$ cat config.mk
export PLATFORM = sky130hd
export DESIGN_NAME = qpos_counter
export DESIGN_NICKNAME = d
export VERILOG_FILES = /design/src/rtl/qpos_pkg.sv /design/src/rtl/qpos_filter.sv /design/src/rtl/qpos_decode.sv /design/src/rtl/qpos_core.sv /design/src/rtl/qpos_counter.sv
export SDC_FILE = /design/constraint.sdc
export NUM_CORES = 1
export LEC_CHECK = 0
export CAP_MARGIN = 20
export CORE_ASPECT_RATIO = 0.6
export CORE_UTILIZATION = 60
export DETAILED_ROUTE_END_ITERATION = 8
export GPL_TIMING_DRIVEN = 0
export PLACE_DENSITY_LB_ADDON = 0.3
export SLEW_MARGIN = 20
export SYNTH_ARGS = -nofsm -noshare
export SYNTH_HDL_FRONTEND = slang
export SYNTH_HIERARCHICAL = 1
export SYNTH_SLANG_ARGS = --single-unit
export TNS_END_PERCENT = 10
$ cat constraint.sdc
create_clock -name clk_i -period 4.2 [get_ports clk_i]
set_clock_uncertainty 0.15 [all_clocks]
set_input_delay 0.42 -clock clk_i [delete_from_list [all_inputs] [get_ports clk_i]]
set_output_delay 0.42 -clock clk_i [all_outputs]
set_load 0.02 [all_outputs]
$ cat src/rtl/qpos_pkg.sv
package qpos_pkg;
  localparam int CYC_W  = 16;
  localparam int FLAG_N = 6;

  localparam logic [3:0] A_CTRL  = 4'd0;
  localparam logic [3:0] A_FILT  = 4'd1;
  localparam logic [3:0] A_LO    = 4'd2;
  localparam logic [3:0] A_HI    = 4'd3;
  localparam logic [3:0] A_START = 4'd4;
  localparam logic [3:0] A_CMP   = 4'd5;
  localparam logic [3:0] A_POS   = 4'd6;
  localparam logic [3:0] A_REV   = 4'd7;
  localparam logic [3:0] A_FLAGS = 4'd8;

  localparam int FL_HOME = 0;
  localparam int FL_IDX  = 1;
  localparam int FL_CMP  = 2;
  localparam int FL_OVF  = 3;
  localparam int FL_UNF  = 4;
  localparam int FL_ERR  = 5;

  localparam logic [1:0] RES_X1 = 2'd0;
  localparam logic [1:0] RES_X2 = 2'd1;

  typedef struct packed {
    logic       match_en;
    logic       home_en;
    logic       idx_en;
    logic [1:0] res;
    logic       pulse_mode;
  } ctrl_t;
endpackage

$ cat src/rtl/qpos_filter.sv
module qpos_filter #(
  parameter int FILT_W = 8
) (
  input  logic              clk_i,
  input  logic              rst_ni,
  input  logic              raw_i,
  input  logic [FILT_W-1:0] filt_i,
  output logic              out_o
);
  logic [1:0]        sync_q;
  logic [FILT_W-1:0] cnt_q;
  logic              out_q;

  always_ff @(posedge clk_i or negedge rst_ni) begin
    if (!rst_ni) begin
      sync_q <= '0;
      cnt_q  <= '0;
      out_q  <= 1'b0;
    end else begin
      sync_q <= {sync_q[0], raw_i};
      if (sync_q[1] == out_q) begin
        cnt_q <= '0;
      end else if (cnt_q >= filt_i) begin
        out_q <= sync_q[1];
        cnt_q <= '0;
      end else begin
        cnt_q <= cnt_q + 1'b1;
      end
    end
  end

  assign out_o = out_q;


  filt_hold_chk: assert property (@(posedge clk_i) disable iff (!rst_ni)
    (out_q != sync_q[1]) && (cnt_q < filt_i) |=> $stable(out_q));
endmodule

$ cat src/rtl/qpos_decode.sv
module qpos_decode
  import qpos_pkg::*;
(
  input  logic       clk_i,
  input  logic       rst_ni,
  input  logic       pulse_mode_i,
  input  logic [1:0] res_i,
  input  logic       a_i,
  input  logic       b_i,
  input  logic       dir_i,
  input  logic       idx_i,
  input  logic       home_i,
  output logic       up_o,
  output logic       dn_o,
  output logic       err_o,
  output logic       dir_dn_o,
  output logic       idx_rise_o,
  output logic       home_rise_o
);
  logic [1:0] ab_q;
  logic       idx_q, home_q, last_dn_q;
  logic [1:0] ab, ph_now, ph_old;
  logic       fwd, bwd, a_chg, both, a_rise;
  logic       q_up, q_dn;

  function automatic logic [1:0] phase_of(logic [1:0] v);
    case (v)
      2'b00:   return 2'd0;
      2'b10:   return 2'd1;
      2'b11:   return 2'd2;
      default: return 2'd3;
    endcase
  endfunction

  assign ab     = {a_i, b_i};
  assign ph_now = phase_of(ab);
  assign ph_old = phase_of(ab_q);
  assign fwd    = ph_now == 2'(ph_old + 2'd1);
  assign bwd    = ph_old == 2'(ph_now + 2'd1);
  assign a_chg  = ab[1] ^ ab_q[1];
  assign both   = &(ab ^ ab_q);
  assign a_rise = ab[1] & ~ab_q[1];

  always_comb begin
    case (res_i)
      RES_X1: begin q_up = fwd && ph_old == 2'd0; q_dn = bwd && ph_now == 2'd0; end
      RES_X2: begin q_up = fwd && a_chg;          q_dn = bwd && a_chg;          end
      default: begin q_up = fwd;                  q_dn = bwd;                   end
    endcase
  end

  assign up_o        = pulse_mode_i ? a_rise & ~dir_i : q_up;
  assign dn_o        = pulse_mode_i ? a_rise &  dir_i : q_dn;
  assign err_o       = ~pulse_mode_i & both;
  assign dir_dn_o    = pulse_mode_i ? dir_i : last_dn_q;
  assign idx_rise_o  = idx_i & ~idx_q;
  assign home_rise_o = home_i & ~home_q;

  always_ff @(posedge clk_i or negedge rst_ni) begin
    if (!rst_ni) begin
      ab_q      <= '0;
      idx_q     <= 1'b0;
      home_q    <= 1'b0;
      last_dn_q <= 1'b0;
    end else begin
      ab_q   <= ab;
      idx_q  <= idx_i;
      home_q <= home_i;
      if (!pulse_mode_i && q_up)      last_dn_q <= 1'b0;
      else if (!pulse_mode_i && q_dn) last_dn_q <= 1'b1;
    end
  end


  step_excl_chk: assert property (@(posedge clk_i) disable iff (!rst_ni)
    $onehot0({up_o, dn_o}));
endmodule

$ cat src/rtl/qpos_core.sv
module qpos_core
  import qpos_pkg::*;
#(
  parameter int POS_W = 16
) (
  input  logic                    clk_i,
  input  logic                    rst_ni,
  input  ctrl_t                   ctrl_i,
  input  logic signed [POS_W-1:0] lo_i,
  input  logic signed [POS_W-1:0] hi_i,
  input  logic signed [POS_W-1:0] start_i,
  input  logic signed [POS_W-1:0] cmp_i,
  input  logic                    up_i,
  input  logic                    dn_i,
  input  logic                    err_i,
  input  logic                    dir_dn_i,
  input  logic                    idx_rise_i,
  input  logic                    home_rise_i,
  input  logic                    pos_we_i,
  input  logic signed [POS_W-1:0] pos_wdata_i,
  input  logic                    rev_we_i,
  input  logic signed [CYC_W-1:0] rev_wdata_i,
  input  logic                    arm_set_i,
  input  logic [FLAG_N-1:0]       flag_clr_i,
  output logic signed [POS_W-1:0] pos_o,
  output logic signed [CYC_W-1:0] rev_o,
  output logic [FLAG_N-1:0]       flags_o,
  output logic                    match_o
);
  localparam logic signed [POS_W-1:0] NAT_MIN = {1'b1, {(POS_W-1){1'b0}}};
  localparam logic signed [POS_W-1:0] NAT_MAX = {1'b0, {(POS_W-1){1'b1}}};

  logic signed [POS_W-1:0] pos_q, pos_d, lo, hi;
  logic signed [CYC_W-1:0] rev_q, rev_d;
  logic [FLAG_N-1:0]       flags_q, flag_set;
  logic                    armed_q, full, home_evt, idx_evt, ovf, unf, match_evt;

  assign full     = (lo_i == '0) && (hi_i == '0);
  assign lo       = full ? NAT_MIN : lo_i;
  assign hi       = full ? NAT_MAX : hi_i;
  assign home_evt = home_rise_i & ctrl_i.home_en;
  assign idx_evt  = idx_rise_i & ctrl_i.idx_en;

  always_comb begin
    pos_d = pos_q;
    rev_d = rev_q;
    ovf   = 1'b0;
    unf   = 1'b0;
    if (pos_we_i) begin
      pos_d = pos_wdata_i;
    end else if (home_evt) begin
      pos_d = start_i;
    end else if (idx_evt) begin
      pos_d = lo;
      rev_d = dir_dn_i ? rev_q - 16'sd1 : rev_q + 16'sd1;
    end else if (up_i) begin
      if (pos_q == hi) begin
        pos_d = lo;
        rev_d = rev_q + 16'sd1;
        ovf   = 1'b1;
      end else begin
        pos_d = pos_q + 1'b1;
      end
    end else if (dn_i) begin
      if (pos_q == lo) begin
        pos_d = hi;
        rev_d = rev_q - 16'sd1;
        unf   = 1'b1;
      end else begin
        pos_d = pos_q - 1'b1;
      end
    end
    if (rev_we_i) rev_d = rev_wdata_i;
  end

  assign match_o   = ctrl_i.match_en && (pos_q == cmp_i);
  assign match_evt = match_o & armed_q;
  assign flag_set  = {err_i, unf, ovf, match_evt, idx_evt, home_evt};

  always_ff @(posedge clk_i or negedge rst_ni) begin
    if (!rst_ni) begin
      pos_q   <= '0;
      rev_q   <= '0;
      flags_q <= '0;
      armed_q <= 1'b0;
    end else begin
      pos_q   <= pos_d;
      rev_q   <= rev_d;
      flags_q <= (flags_q & ~flag_clr_i) | flag_set;
      if (arm_set_i)      armed_q <= 1'b1;
      else if (match_evt) armed_q <= 1'b0;
    end
  end

  assign pos_o   = pos_q;
  assign rev_o   = rev_q;
  assign flags_o = flags_q;


  wrap_up_chk: assert property (@(posedge clk_i) disable iff (!rst_ni)
    up_i && pos_q == hi && !pos_we_i && !home_evt && !idx_evt
    |=> pos_q == $past(lo) && flags_q[FL_OVF]);

  home_rev_chk: assert property (@(posedge clk_i) disable iff (!rst_ni)
    home_evt && !rev_we_i |=> $stable(rev_q));

  one_shot_chk: assert property (@(posedge clk_i) disable iff (!rst_ni)
    match_evt && !arm_set_i |=> !armed_q);

  sticky_chk: assert property (@(posedge clk_i) disable iff (!rst_ni)
    flags_q[FL_ERR] && !flag_clr_i[FL_ERR] |=> flags_q[FL_ERR]);
endmodule

$ cat src/rtl/qpos_counter.sv
module qpos_counter
  import qpos_pkg::*;
#(
  parameter int POS_W  = 16,
  parameter int FILT_W = 8
) (
  input  logic        clk_i,
  input  logic        rst_ni,
  input  logic        a_i,
  input  logic        b_i,
  input  logic        dir_i,
  input  logic        idx_i,
  input  logic        home_i,
  input  logic        reg_we_i,
  input  logic [3:0]  reg_addr_i,
  input  logic [31:0] reg_wdata_i,
  output logic [31:0] reg_rdata_o,
  output logic        match_o,
  output logic        irq_o
);
  localparam int IN_N = 5;

  ctrl_t                   ctrl_q;
  logic [FILT_W-1:0]       filt_q;
  logic signed [POS_W-1:0] lo_q, hi_q, start_q, cmp_q, pos;
  logic signed [CYC_W-1:0] rev;
  logic [FLAG_N-1:0]       flags, flag_clr;
  logic [IN_N-1:0]         raw, filt;
  logic                    up, dn, err, dir_dn, idx_rise, home_rise, arm_set;

  assign raw = {home_i, idx_i, dir_i, b_i, a_i};

  for (genvar g = 0; g < IN_N; g++) begin : g_filt
    qpos_filter #(.FILT_W(FILT_W)) i_filt (
      .clk_i (clk_i),
      .rst_ni(rst_ni),
      .raw_i (raw[g]),
      .filt_i(filt_q),
      .out_o (filt[g])
    );
  end

  qpos_decode i_decode (
    .clk_i       (clk_i),
    .rst_ni      (rst_ni),
    .pulse_mode_i(ctrl_q.pulse_mode),
    .res_i       (ctrl_q.res),
    .a_i         (filt[0]),
    .b_i         (filt[1]),
    .dir_i       (filt[2]),
    .idx_i       (filt[3]),
    .home_i      (filt[4]),
    .up_o        (up),
    .dn_o        (dn),
    .err_o       (err),
    .dir_dn_o    (dir_dn),
    .idx_rise_o  (idx_rise),
    .home_rise_o (home_rise)
  );

  assign arm_set  = reg_we_i && reg_addr_i == A_CTRL && reg_wdata_i[5];
  assign flag_clr = (reg_we_i && reg_addr_i == A_FLAGS) ? reg_wdata_i[FLAG_N-1:0] : '0;

  qpos_core #(.POS_W(POS_W)) i_core (
    .clk_i      (clk_i),
    .rst_ni     (rst_ni),
    .ctrl_i     (ctrl_q),
    .lo_i       (lo_q),
    .hi_i       (hi_q),
    .start_i    (start_q),
    .cmp_i      (cmp_q),
    .up_i       (up),
    .dn_i       (dn),
    .err_i      (err),
    .dir_dn_i   (dir_dn),
    .idx_rise_i (idx_rise),
    .home_rise_i(home_rise),
    .pos_we_i   (reg_we_i && reg_addr_i == A_POS),
    .pos_wdata_i(reg_wdata_i[POS_W-1:0]),
    .rev_we_i   (reg_we_i && reg_addr_i == A_REV),
    .rev_wdata_i(reg_wdata_i[CYC_W-1:0]),
    .arm_set_i  (arm_set),
    .flag_clr_i (flag_clr),
    .pos_o      (pos),
    .rev_o      (rev),
    .flags_o    (flags),
    .match_o    (match_o)
  );

  always_ff @(posedge clk_i or negedge rst_ni) begin
    if (!rst_ni) begin
      ctrl_q  <= '0;
      filt_q  <= '0;
      lo_q    <= '0;
      hi_q    <= '0;
      start_q <= '0;
      cmp_q   <= '0;
    end else if (reg_we_i) begin
      case (reg_addr_i)
        A_CTRL:  ctrl_q  <= ctrl_t'(reg_wdata_i[5:0]);
        A_FILT:  filt_q  <= reg_wdata_i[FILT_W-1:0];
        A_LO:    lo_q    <= reg_wdata_i[POS_W-1:0];
        A_HI:    hi_q    <= reg_wdata_i[POS_W-1:0];
        A_START: start_q <= reg_wdata_i[POS_W-1:0];
        A_CMP:   cmp_q   <= reg_wdata_i[POS_W-1:0];
        default: ;
      endcase
    end
  end

  always_comb begin
    case (reg_addr_i)
      A_CTRL:  reg_rdata_o = 32'(ctrl_q);
      A_FILT:  reg_rdata_o = 32'(filt_q);
      A_LO:    reg_rdata_o = 32'(lo_q);
      A_HI:    reg_rdata_o = 32'(hi_q);
      A_START: reg_rdata_o = 32'(start_q);
      A_CMP:   reg_rdata_o = 32'(cmp_q);
      A_POS:   reg_rdata_o = 32'(pos);
      A_REV:   reg_rdata_o = 32'(rev);
      A_FLAGS: reg_rdata_o = 32'(flags);
      default: reg_rdata_o = '0;
    endcase
  end

  assign irq_o = |flags;
endmodule

==> qor.txt <==
Status: completed
Yosys cell types: 82
Initial antenna violation count: 1
CTS Root Cell: clkbuf_16
Main synth FF type: dfrtp_1
Number of synthesized flops with an enable pin: 0
Net Sw Frac: 46.97%
CP max stage delay: 590 ps
Max-cap viol count: 0
PD cells: 637.0 nW/um2
Clock transition at path regs: 80 ps
Max VDD drop: 494.2 uV
Starting DRT DRC Count: 1433
Layout cells sized above 1: 15.59%
Synthesized cell area: 12260 um2
Chip width: 186.6 um
Worst min path class: register to register
Post-synth ARST share: 100.0%
Seq cells post-synth: 177
WHS Path Cells: 0
Post-place setup slack: -446.4 ps
Synth Net Count: 1369
Htree depth: 4
Residual DRC: 0
FMAX: 239.1 MHz
Die Height: 112.7 um
Global-route wire length before repair: 64740 um
Via count: 11230
Hold Path End: g_filt[0].i_filt/sync_q[1]
Final setup violating endpoints: 0
Min Tclk post-route: 4183 ps
Clock power frac: 19.1%
CTS sink count: 177
WL per Instance: 26.16 um
Area of the die: 21030 um2
Hold_sp: g_filt[0].i_filt/sync_q[0]
CTS tree: built
Total track usage: 41.60%
Net switching power figure: 0.004172 W
Crit-path cells: nor4_2, nand4_1, or2_0, clkbuf_1, a32oi_1, a2111oi_4, buf_4, buf_4, a31oi_1, clkbuf_2, o221ai_1, a21boi_0
Crit Reg-Reg Endpoint: i_core/pos_o[10]
Post-Syn Area per Cell: 9.693 um2
Sequential-to-total area share from yosys stat: 36.12%
Worst setup EP type: register
Area grow syn2layout: 13.69%
Post-Place Cell Area: 13240 um2
Final hold vios: 0
Slew HR: 28.17%
Sequential Power Share: 32.6%
Cells after synthesis: 1265
RSZ-0062 raised after global routing: true
Ports: 78
Final non-filler cell area: 13940 um2
GPL Wtd Cong: 1.039
Core area: 20020 um2
Slowest stage cell, crit path: nor4_2
Global route total overflow: 0
First-pass DRT Iterations: 6
Vias per cell: 6.877
Port Buffer Count: 60
Tcrit/Tclk final: 99.60%
R2R depth: 12
Final Max Slew Viols: 0
Final Net Count: 1451
Critical path class: register to register
Final wirelength: 42730 um
Fill cell count: 1549
DP Wirelength: 30820 um
Vias in the first global route: 10550
Routed Antenna Nets: 0
Reg2Reg Setup Slack: 20 ps
Ant diodes: 0
CP most frequent cell: buf_4
Clock Tree Buf Depth: 2
Largest net degree at the start of global routing: 98
Req. time, crit path: 4410 ps
Final Worst Setup Slack: 17.00 ps
Row cnt: 40
Leak: 5.820 nW
Clock buffer count from CTS: 17
Worst Path Max Fanout: 10
Critical path arrival: 4390 ps
Slew @ Worst Pin: 1069 ps
Worst setup SP type: register
Crit Reg-Reg Startpoint: hi_q[15]
Ys Warns: 6
P_int: 0.004709 W
Share of power burned in combinational logic: 48.3%
Worst skew pair latency: 460 ps
Initial Utilization: 61.25%
[repair_timing]
item / in CTS / in global routing
hold endpoints to repair: 80 / 0
endpoints found under the setup margin: 45 / 49
hold buffers: 1 / 0
pin swaps: 0 / 1
gates resized for setup: 7 / 13
setup buffers: 0 / 2
[routing by layer]
layer | vias to the layer above | routed length, um | GRT usage (%)
li1 | 4806 | - | -
met5 | - | 0 | 0
met3 | 115 | 7082 | 17.71
met1 | 5496 | 18140 | 60.60
met2 | 813 | 16390 | 54.83
met4 | 0 | 1108 | 13.33
[cells in the mapped netlist, types with 8 or more instances]
cell type	n	share of area, %
o22ai_1	21	1.1
a31oi_1	27	1.4
nor2b_1	14	0.71
ha_1	60	6.1
buf_4	20	1.2
buf_2	14	0.57
and2_1	12	0.61
o21a_1	8	0.49
mux2_2	79	7.3
clkbuf_1	37	1.1
or3_1	16	0.82
nand2b_1	15	0.77
a221oi_1	11	0.79
and3_1	23	1.2
o21ai_0	24	0.98
nor4_1	15	0.77
a21oi_1	36	1.5
a22oi_1	16	0.98
nor2_1	83	2.5
nand2_1	54	1.7
xor2_1	48	3.4
o31ai_1	20	1.2
nor3_1	49	2.0
nand4_1	20	1.0
nand3_1	42	1.7
xnor2_1	60	4.3
or4_1	13	0.80
mux2i_1	25	2.0
inv_1	74	2.3
dfrtp_1	177	36
o221ai_1	11	0.79
[worst max-delay path by stage]
stage                     cells past startpoint                         end  slack [ps]                    from
final                                        12            i_core/pos_o[10]          20                hi_q[15]
after global routing                         12             i_core/rev_o[0]         -60                lo_q[12]
after CTS                                    10            i_core/pos_o[10]         -10                hi_q[15]
after detailed placement                     14            i_core/rev_o[15]        -450  g_filt[0].i_filt/out_o
after global placement                        1  g_filt[0].i_filt/sync_q[0]       -4870                  rst_ni
after floorplan                              15            i_core/rev_o[11]         470  g_filt[0].i_filt/out_o
[logic make-up after synthesis]
kind of cell / Yosys count / share of synthesized area (%)
AOI/OAI and AO/OA: 253 / 15.42
xor gates and xnor gates: 108 / 7.714
DFF: 177 / 36.12
buffers and inverters: 158 / 5.959
adders and majority gates: 60 / 6.122
and+or+nand+nor: 391 / 17.44
muxes: 118 / 11.22
[sequential cells by signal, summed over array words and instances, names as in the netlist]
name	flops
i_decode/last_dn_q	1
g_filt.i_filt/sync_q	10
cmp_q	16
start_q	16
i_core/armed_q	1
hi_q	16
lo_q	16
i_decode/home_q	1
ctrl_q	6
i_core/pos_o	16
i_core/rev_o	16
i_core/flags_o	6
i_decode/idx_q	1
g_filt.i_filt/out_o	5
g_filt.i_filt/cnt_q	40
filt_q	8
i_decode/ab_q	2
[cells in the final DEF, fill, tap and decap left out, types with 7 or more instances in the layout]
cell and n:
dfrtp_1 176, nor2_1 83, mux2_2 79, inv_1 74, xnor2_1 60, ha_1 60
clkdlybuf4s50_1 59, nand2_1 54, nor3_1 49, xor2_1 48, nand3_1 42, a21oi_1 34
clkbuf_1 32, a31oi_1 27, mux2i_1 25, o21ai_0 24, and3_1 23, buf_4 22
o22ai_1 20, o31ai_1 20, nand4_1 20, clkbuf_16 17, a22oi_1 16, or3_1 16
nand2b_1 15, buf_2 14, nor2b_1 14, nor4_1 13, or4_1 13, and2_1 12
a221oi_1 11, o221ai_1 11, o21a_1 8, mux4_2 7, a21o_1 7, mux2_1 7
[per-stage QoR]
step                      TNS [ps]  hold slack, ps  util, %  power (W)  cells
final                            0           200.2    69.64   0.008881   1633
after global routing        -191.1           206.3    69.64   0.009231   1633
after CTS                   -12.17           203.1    69.41   0.008605   1632
after detailed placement    -10230           187.2    66.12   0.006856   1599
after global placement     -869810           182.2    65.96   0.006760   1598
after floorplan                  0          -25.59        -   0.005458   1265
[cell type report]
type | instances | area, um2 | share of cell area (%)
Multi-Input combinational cell | 930 | 7163 | 51.38
Buffer | 82 | 451.7 | 3.240
Sequential cell | 177 | 4431 | 31.78
Timing Repair Buffer | 64 | 658.1 | 4.721
Tap cell | 273 | 341.6 | 2.450
Clock inverter | 14 | 175.2 | 1.257
Clock buffer | 18 | 439.2 | 3.150
Inverter | 75 | 281.5 | 2.019
[worst max-delay path, delay by kind of cell, from the launching register on]
| kind | cells | cell delay [ps] |
|---|---|---|
| compound gates | 5 | 1350 |
| simple gates | 3 | 1120 |
| buf+inv | 4 | 980 |
| flops | 1 | 470 |
[power by group through the flow]
stage	combinational (W)	clock (W)	sequential (W)
finish	0.00429	0.00170	0.00289
global route	0.00454	0.00178	0.00291
CTS	0.00407	0.00171	0.00282
detailed placement	0.00401	0	0.00284
global placement	0.00392	0	0.00284
floorplan	0.00293	0	0.00252
Power figures use the tool's default switching activity.
